File: src/rtl/wait_ctl_pkg.sv
package wait_ctl_pkg;
    typedef enum logic [1:0] {
        ST_RUN   = 2'd0,
        ST_ENTER = 2'd1,
        ST_WAIT  = 2'd2,
        ST_STACK = 2'd3
    } wstate_t;
endpackage

File: src/rtl/wait_ctl_fsm.sv
module wait_ctl_fsm
    import wait_ctl_pkg::*;
(
    input  logic    clk,
    input  logic    rst_n,
    input  logic    wait_exec,
    input  logic    irq_req,
    input  logic    irq_en,
    input  logic    brk_req,
    output logic    cpu_clk_en,
    output logic    imask_clr,
    output logic    stack_go,
    output logic    brk_wake
);
    wstate_t state_q, state_d;
    logic    asleep;
    logic    irq_wake;

    assign asleep   = (state_q == ST_ENTER) || (state_q == ST_WAIT);
    assign irq_wake = irq_req && irq_en;

    // state register
    always_ff @(posedge clk or negedge rst_n) begin
        if (!rst_n) state_q <= ST_RUN;
        else        state_q <= state_d;
    end

    // transitions
    always_comb begin
        state_d = state_q;
        unique case (state_q)
            ST_RUN:   if (wait_exec) state_d = ST_ENTER;
            ST_ENTER,
            ST_WAIT: begin
                if (brk_req)       state_d = ST_RUN;
                else if (irq_wake) state_d = ST_STACK;
                else               state_d = ST_WAIT;
            end
            ST_STACK: state_d = ST_RUN;
            default:  state_d = ST_RUN;
        endcase
    end

    // Moore outputs
    always_comb begin
        cpu_clk_en = 1'b1;
        imask_clr  = 1'b0;
        stack_go   = 1'b0;
        unique case (state_q)
            ST_RUN:   cpu_clk_en = 1'b1;
            ST_ENTER: begin cpu_clk_en = 1'b0; imask_clr = 1'b1; end
            ST_WAIT:  cpu_clk_en = 1'b0;
            ST_STACK: stack_go = 1'b1;
            default:  cpu_clk_en = 1'b1;
        endcase
    end

    assign brk_wake = asleep && brk_req;

    AST_ENTRY_MASK: assert property (@(posedge clk) disable iff (!rst_n)
        (state_q == ST_RUN && wait_exec) |=> (imask_clr && !cpu_clk_en));
    AST_MASK_ONE: assert property (@(posedge clk) disable iff (!rst_n)
        imask_clr |=> !imask_clr);
    AST_MASKED_IRQ: assert property (@(posedge clk) disable iff (!rst_n)
        (asleep && !irq_wake && !brk_req) |=> !cpu_clk_en);
    AST_IRQ_STACK: assert property (@(posedge clk) disable iff (!rst_n)
        (asleep && irq_wake && !brk_req) |=> (stack_go && cpu_clk_en));
    AST_STACK_ONE: assert property (@(posedge clk) disable iff (!rst_n)
        stack_go |=> (!stack_go && cpu_clk_en));
    AST_BRK_EXIT: assert property (@(posedge clk) disable iff (!rst_n)
        brk_wake |=> (cpu_clk_en && !stack_go));
endmodule

File: src/rtl/wait_ctl_flag.sv
module wait_ctl_flag (
    input  logic clk,
    input  logic rst_n,
    input  logic set_i,
    input  logic wr_i,
    input  logic wdata_i,
    output logic flag_o
);
    logic flag_q;

    // set wins over a same-cycle software clear
    always_ff @(posedge clk or negedge rst_n) begin
        if (!rst_n)               flag_q <= 1'b0;
        else if (set_i)           flag_q <= 1'b1;
        else if (wr_i && !wdata_i) flag_q <= 1'b0;
    end

    assign flag_o = flag_q;

    AST_FLAG_SET: assert property (@(posedge clk) disable iff (!rst_n)
        set_i |=> flag_o);
    AST_FLAG_STICKY: assert property (@(posedge clk) disable iff (!rst_n)
        (flag_o && !(wr_i && !wdata_i)) |=> flag_o);
    AST_FLAG_CLEAR: assert property (@(posedge clk) disable iff (!rst_n)
        (!set_i && wr_i && !wdata_i) |=> !flag_o);
endmodule

File: src/rtl/wait_ctl.sv
module wait_ctl (
    input  logic clk,
    input  logic rst_n,
    input  logic wait_exec,
    input  logic irq_req,
    input  logic irq_en,
    input  logic brk_req,
    input  logic wdog_dis,
    input  logic stat_wr,
    input  logic stat_wdata,
    output logic cpu_clk_en,
    output logic per_clk_en,
    output logic wdog_en,
    output logic imask_clr,
    output logic stack_go,
    output logic stat_rdata
);
    logic brk_wake;

    wait_ctl_fsm u_fsm (
        .clk        (clk),
        .rst_n      (rst_n),
        .wait_exec  (wait_exec),
        .irq_req    (irq_req),
        .irq_en     (irq_en),
        .brk_req    (brk_req),
        .cpu_clk_en (cpu_clk_en),
        .imask_clr  (imask_clr),
        .stack_go   (stack_go),
        .brk_wake   (brk_wake)
    );

    wait_ctl_flag u_flag (
        .clk     (clk),
        .rst_n   (rst_n),
        .set_i   (brk_wake),
        .wr_i    (stat_wr),
        .wdata_i (stat_wdata),
        .flag_o  (stat_rdata)
    );

    // peripherals keep their clock in every state; watchdog follows config
    assign per_clk_en = 1'b1;
    assign wdog_en    = !wdog_dis;
endmodule

File: config.mk
export PLATFORM = sky130hd
export DESIGN_NAME = wait_ctl
export DESIGN_NICKNAME = d
export VERILOG_FILES = /design/src/rtl/wait_ctl_pkg.sv /design/src/rtl/wait_ctl_fsm.sv /design/src/rtl/wait_ctl_flag.sv /design/src/rtl/wait_ctl.sv
export SDC_FILE = /design/constraint.sdc
export NUM_CORES = 1
export LEC_CHECK = 0
export BUFFER_PORTS_ARGS = -buffer_cell sky130_fd_sc_hd__buf_2
export CORE_AREA = 2 2 39 41
export CTS_CLUSTER_SIZE = 16
export DETAILED_ROUTE_END_ITERATION = 12
export DIE_AREA = 0 0 41 43
export GPL_ROUTABILITY_DRIVEN = 0
export PLACE_DENSITY_LB_ADDON = 0.1
export SLEW_MARGIN = 20
export SYNTH_ARGS = -nofsm -noshare
export SYNTH_HDL_FRONTEND = slang
export SYNTH_SLANG_ARGS = --single-unit
File: constraint.sdc
create_clock -name clk -period 3.2 [get_ports clk]
set_input_delay 0.48 -clock clk [delete_from_list [all_inputs] [get_ports clk]]
set_output_delay 0.48 -clock clk [all_outputs]
set_load 0.02 [all_outputs]
**Word-level counts from Yosys, hierarchy flattened**

Cells that the tools add are included.

- Reduce and logical (&&, ||, !) cells: 9
- Mux-type cells: 9
- Equal/unequal tests: 4

Operator list:

| cell | count |
|---|---|
| 1-bit 2-to-1 mux | 6 |
| 2-bit case mux with 3 select lines | 1 |
| 2-bit equality test, second input constant | 2 |
| 2-bit 2-to-1 mux | 2 |
| 1-bit logical AND | 3 |
| 2-bit by 1-bit equality test with 1-bit output, second input constant | 1 |
| 1-bit logical NOT | 2 |
| 2-bit logical NOT | 1 |
| 2-bit != test, second input constant | 1 |
| 2-bit nonzero test | 1 |
| 2-bit OR reduction | 1 |
| 1-bit logical OR | 1 |

- Input port bits: 9
- Flip-flop bits (word level): 3
- Logic and storage cells: 24
- Output and inout port bits: 6

**Longest topological paths before layout**

- Depth after elaboration: 4
- Gate-level depth with buffers: 4
- Gate-level depth less buffers: 4

**Hierarchy**

From an unflattened synthesis, not the netlist that was laid out.

- Cell total of the unflattened synthesis: 22
- Area total of the unflattened synthesis: 211.5 µm²

By module, submodules not included:

| module | area each (µm²) | instances | sequential area each (µm²) | cells an instance |
|---|---|---|---|---|
| wait_ctl_fsm | 157.7 | 1 | 50.0 | 16 |
| wait_ctl_flag | 38.8 | 1 | 25.0 | 3 |
| wait_ctl | 15.0 | 1 | 0.0 | 3 |

**Worst setup path before layout**

Ideal clock, no wire load.

- Kind: flip-flop to output port
- From: register u_fsm.state_q[0]
- To: output port cpu_clk_en
- Data required time: 2720 ps
- Arrival time: 898 ps
- Setup slack: 1822 ps
- Stages on the path, launching flop included: 4
- Buffers on the path: 0
- Path through: dfrtp_1 > inv_1 > ha_1 > inv_1

- Longest elaborated chain between the ends: 3
- Elaborated cells on any way between the ends: 4
- Classes of those cells: eq/ne (2); mux (1); reduce/logical (1)

Ends and longest elaborated chain:

| item | line | RTL |
|---|---|---|
| start: declaration | wait_ctl_fsm.sv:15 | `wstate_t state_q, state_d;` |
| start signal: assignment | wait_ctl_fsm.sv:25 | `else state_q <= state_d;` |
| 2-bit equality test or 2-bit by 1-bit equality test with 1-bit output (tied branches) | wait_ctl_fsm.sv:49 | `unique case (state_q)` |
| 2-bit OR reduction (no source line) * | -- |  |
| 1-bit 2-to-1 mux * | wait_ctl_fsm.sv:49 |  |
| end: declaration | wait_ctl.sv:11 | `output logic cpu_clk_en,` |

Mark *: on every way between the ends. The rest lies on a longest branch, timed or not.

**Worst setup path in the final report**

Same ends and word-level chain as after synthesis.

==> results.ini <==
[clock_network]
clk_latency_ns = 0.23
clock-root-buffer = clkbuf_4
numClockSinks = 3
clkTransAtPathRegs_ns = 0.04
cts_resized = 0
cts_tree = done
postCtsHoldBufs = 0
cts_buffers = 3
cts-htree-levels = 1
clock_path_buffers = 2
cts_setup_buffers = 0

[routing]
first_iter_violations = 0
remaining_drc_errors = 0
dr.pass1.iters = 1
via_per_inst = 3.53
routed_wl_um = 429
dr_wl_met3_um = 41
wl_per_cell_um = 8.09
dr.max_layer_used = met3
ant_nets = 0
wl_met1_um = 168
routed-via-count = 187
wl_met2_um = 218

[flow_run]
maxCapViolCount = 0

[placement]
place_hpwl_um = 382
port_buffers = 13
dp_slack_ns = 1.71

[die]
die_w_um = 41
rows = 14
die_y_um = 43
core_um2 = 1380
die_area_um2 = 1760
start_util_pct = 14.8
io_pins = 15

[finish]
area_growth_pct = 50.6
nFillCells = 171
n_antenna_cell = 0
nNetsFinal = 50
final_cell_mix = 13 x buf_2, 4 x inv_1
mostFrequentLayoutCell = buf_2
drive_gt1_share_pct = 43.2

[synth]
syn_area_um2 = 205
synth_cell_type_count = 12
yosysSeqAreaShare_pct = 36.6
synth_nets = 33
syn_avg_cell_area_um2 = 9.77
synth_seq_cells = 3
yosysWarnings = 0
synthCells = 21

[setup_path]
cp_data_required_time_ns = 2.72
worstPathCellList = inv_1, ha_1, inv_1, buf_2
startpoint_type = register
r2r_cells = 4
endpoint_kind = primary output
worstSetupPathType = register to primary output
crit_path_max_incr_delay_ns = 0.39
cp.arrival_ns = 1.24
crit_fanout = 5
cpMaxStageDelayCell = dfrtp_1
crit_path_frequent_cell = inv_1

[timing]
fmax_ghz = 0.581
slew_violations = 0
finClkSkew_ns = 0.00171
setup_slack_ns = 1.48
fin_crit_ns = 1.72
min_period_over_period_pct = 53.8
setup_viol = 0
hold_viol = 0
final.setup.tns_ns = 0
rsz0062_at_grt = no

[pwr]
total_power_uw = 297
p_per_area_nw_per_um2 = 962
ir_drop_uv = 195
p_leak_uw = 0.000174

[grt]
gr-usage-all-layers_pct = 5.43
grt_pass1_vias = 164
grt_overflow_total = 0
grt_max_degree = 6
antenna_found_initial = 0
grt_pass1_wl_um = 565

[worst_hold_path]
hp-class = input port to async pin

[outcome]
status = completed

## power breakdown
group / switching (uW) / internal, uW
Combinational: 97.7 / 64.8
Clock: 18.2 / 46.6
Sequential: 13.0 / 57.0
## sequential cells by signal, indices dropped and copies added, names as in the netlist
register,cells
u_fsm.state_q,2
u_flag.flag_o,1
## per-stage QoR
step | std cells | area [um^2] | hold slack [ns] | utilization, %
6_report | 53 | 309 | 0.0392 | 22.3
5_1_grt | 53 | 309 | 0.0358 | 22.3
3_5_place_dp | 49 | 283 | 0.280 | 20.4
3_3_place_gp | 49 | 283 | 0.277 | 20.4
4_1_cts | 53 | 309 | 0.0300 | 22.3
2_1_floorplan | 21 | 205 | 0.184 | -
## metal layers
metal / GRT usage, % / vias up
li1: - / 97
met1: 6.47 / 83
met2: 5.94 / 7
met3: 1.57 / 0
met4: 8.00 / 0
met5: 0 / -
## layout make-up
type / instances / area (um^2) / share of cell area [%]
well taps: 16 / 20.0 / 6.48
clock buffers: 4 / 26.3 / 8.50
multi-input cells: 13 / 108 / 34.8
inverters: 4 / 15.0 / 4.86
repair buffers: 13 / 65.1 / 21.1
flip-flops and latches: 3 / 75.1 / 24.3
## worst paths after layout
kind	start	slack [ns]	endpoint
max in group asynchronous	rst_n	3.05	u_fsm.state_q[1]
min in group clk	u_flag.flag_o	0.50	u_flag.flag_o
min reg2reg	u_flag.flag_o	0.50	u_flag.flag_o
max	u_fsm.state_q[0]	1.48	cpu_clk_en
max reg2reg	u_fsm.state_q[0]	1.89	u_fsm.state_q[0]
min	rst_n	0.04	u_flag.flag_o
## critical path, delay by kind of cell, from the launching register on
family / cells / cell delay [ns]
fa+ha+maj: 1 / 0.35
flops: 1 / 0.39
buf+inv: 3 / 0.27
## cell usage after synthesis
master,n,area share (%)
nand4b_1,1,4.3
inv_1,4,7.3
buf_4,1,3.7
ha_1,3,18
dfrtp_1,3,37
a31oi_1,1,3.1
nor3b_1,1,3.7
conb_1,1,1.8
or2_0,1,3.1
nand2b_1,3,9.1
a22o_1,1,4.3
mux2i_1,1,4.9
## logic make-up (layout without fill, tap and decap cells)
logic type,after synthesis,in the layout,synth area share (%)
AOI/OAI and AO/OA,2,2,7.32
adders and majority gates,3,3,18.3
buffers and inverters,5,21,11.0
DFF,3,3,36.6
muxes,1,1,4.88
other,1,1,1.83
and+or+nand+nor,6,6,20.1
Power figures use the tool's default switching activity.
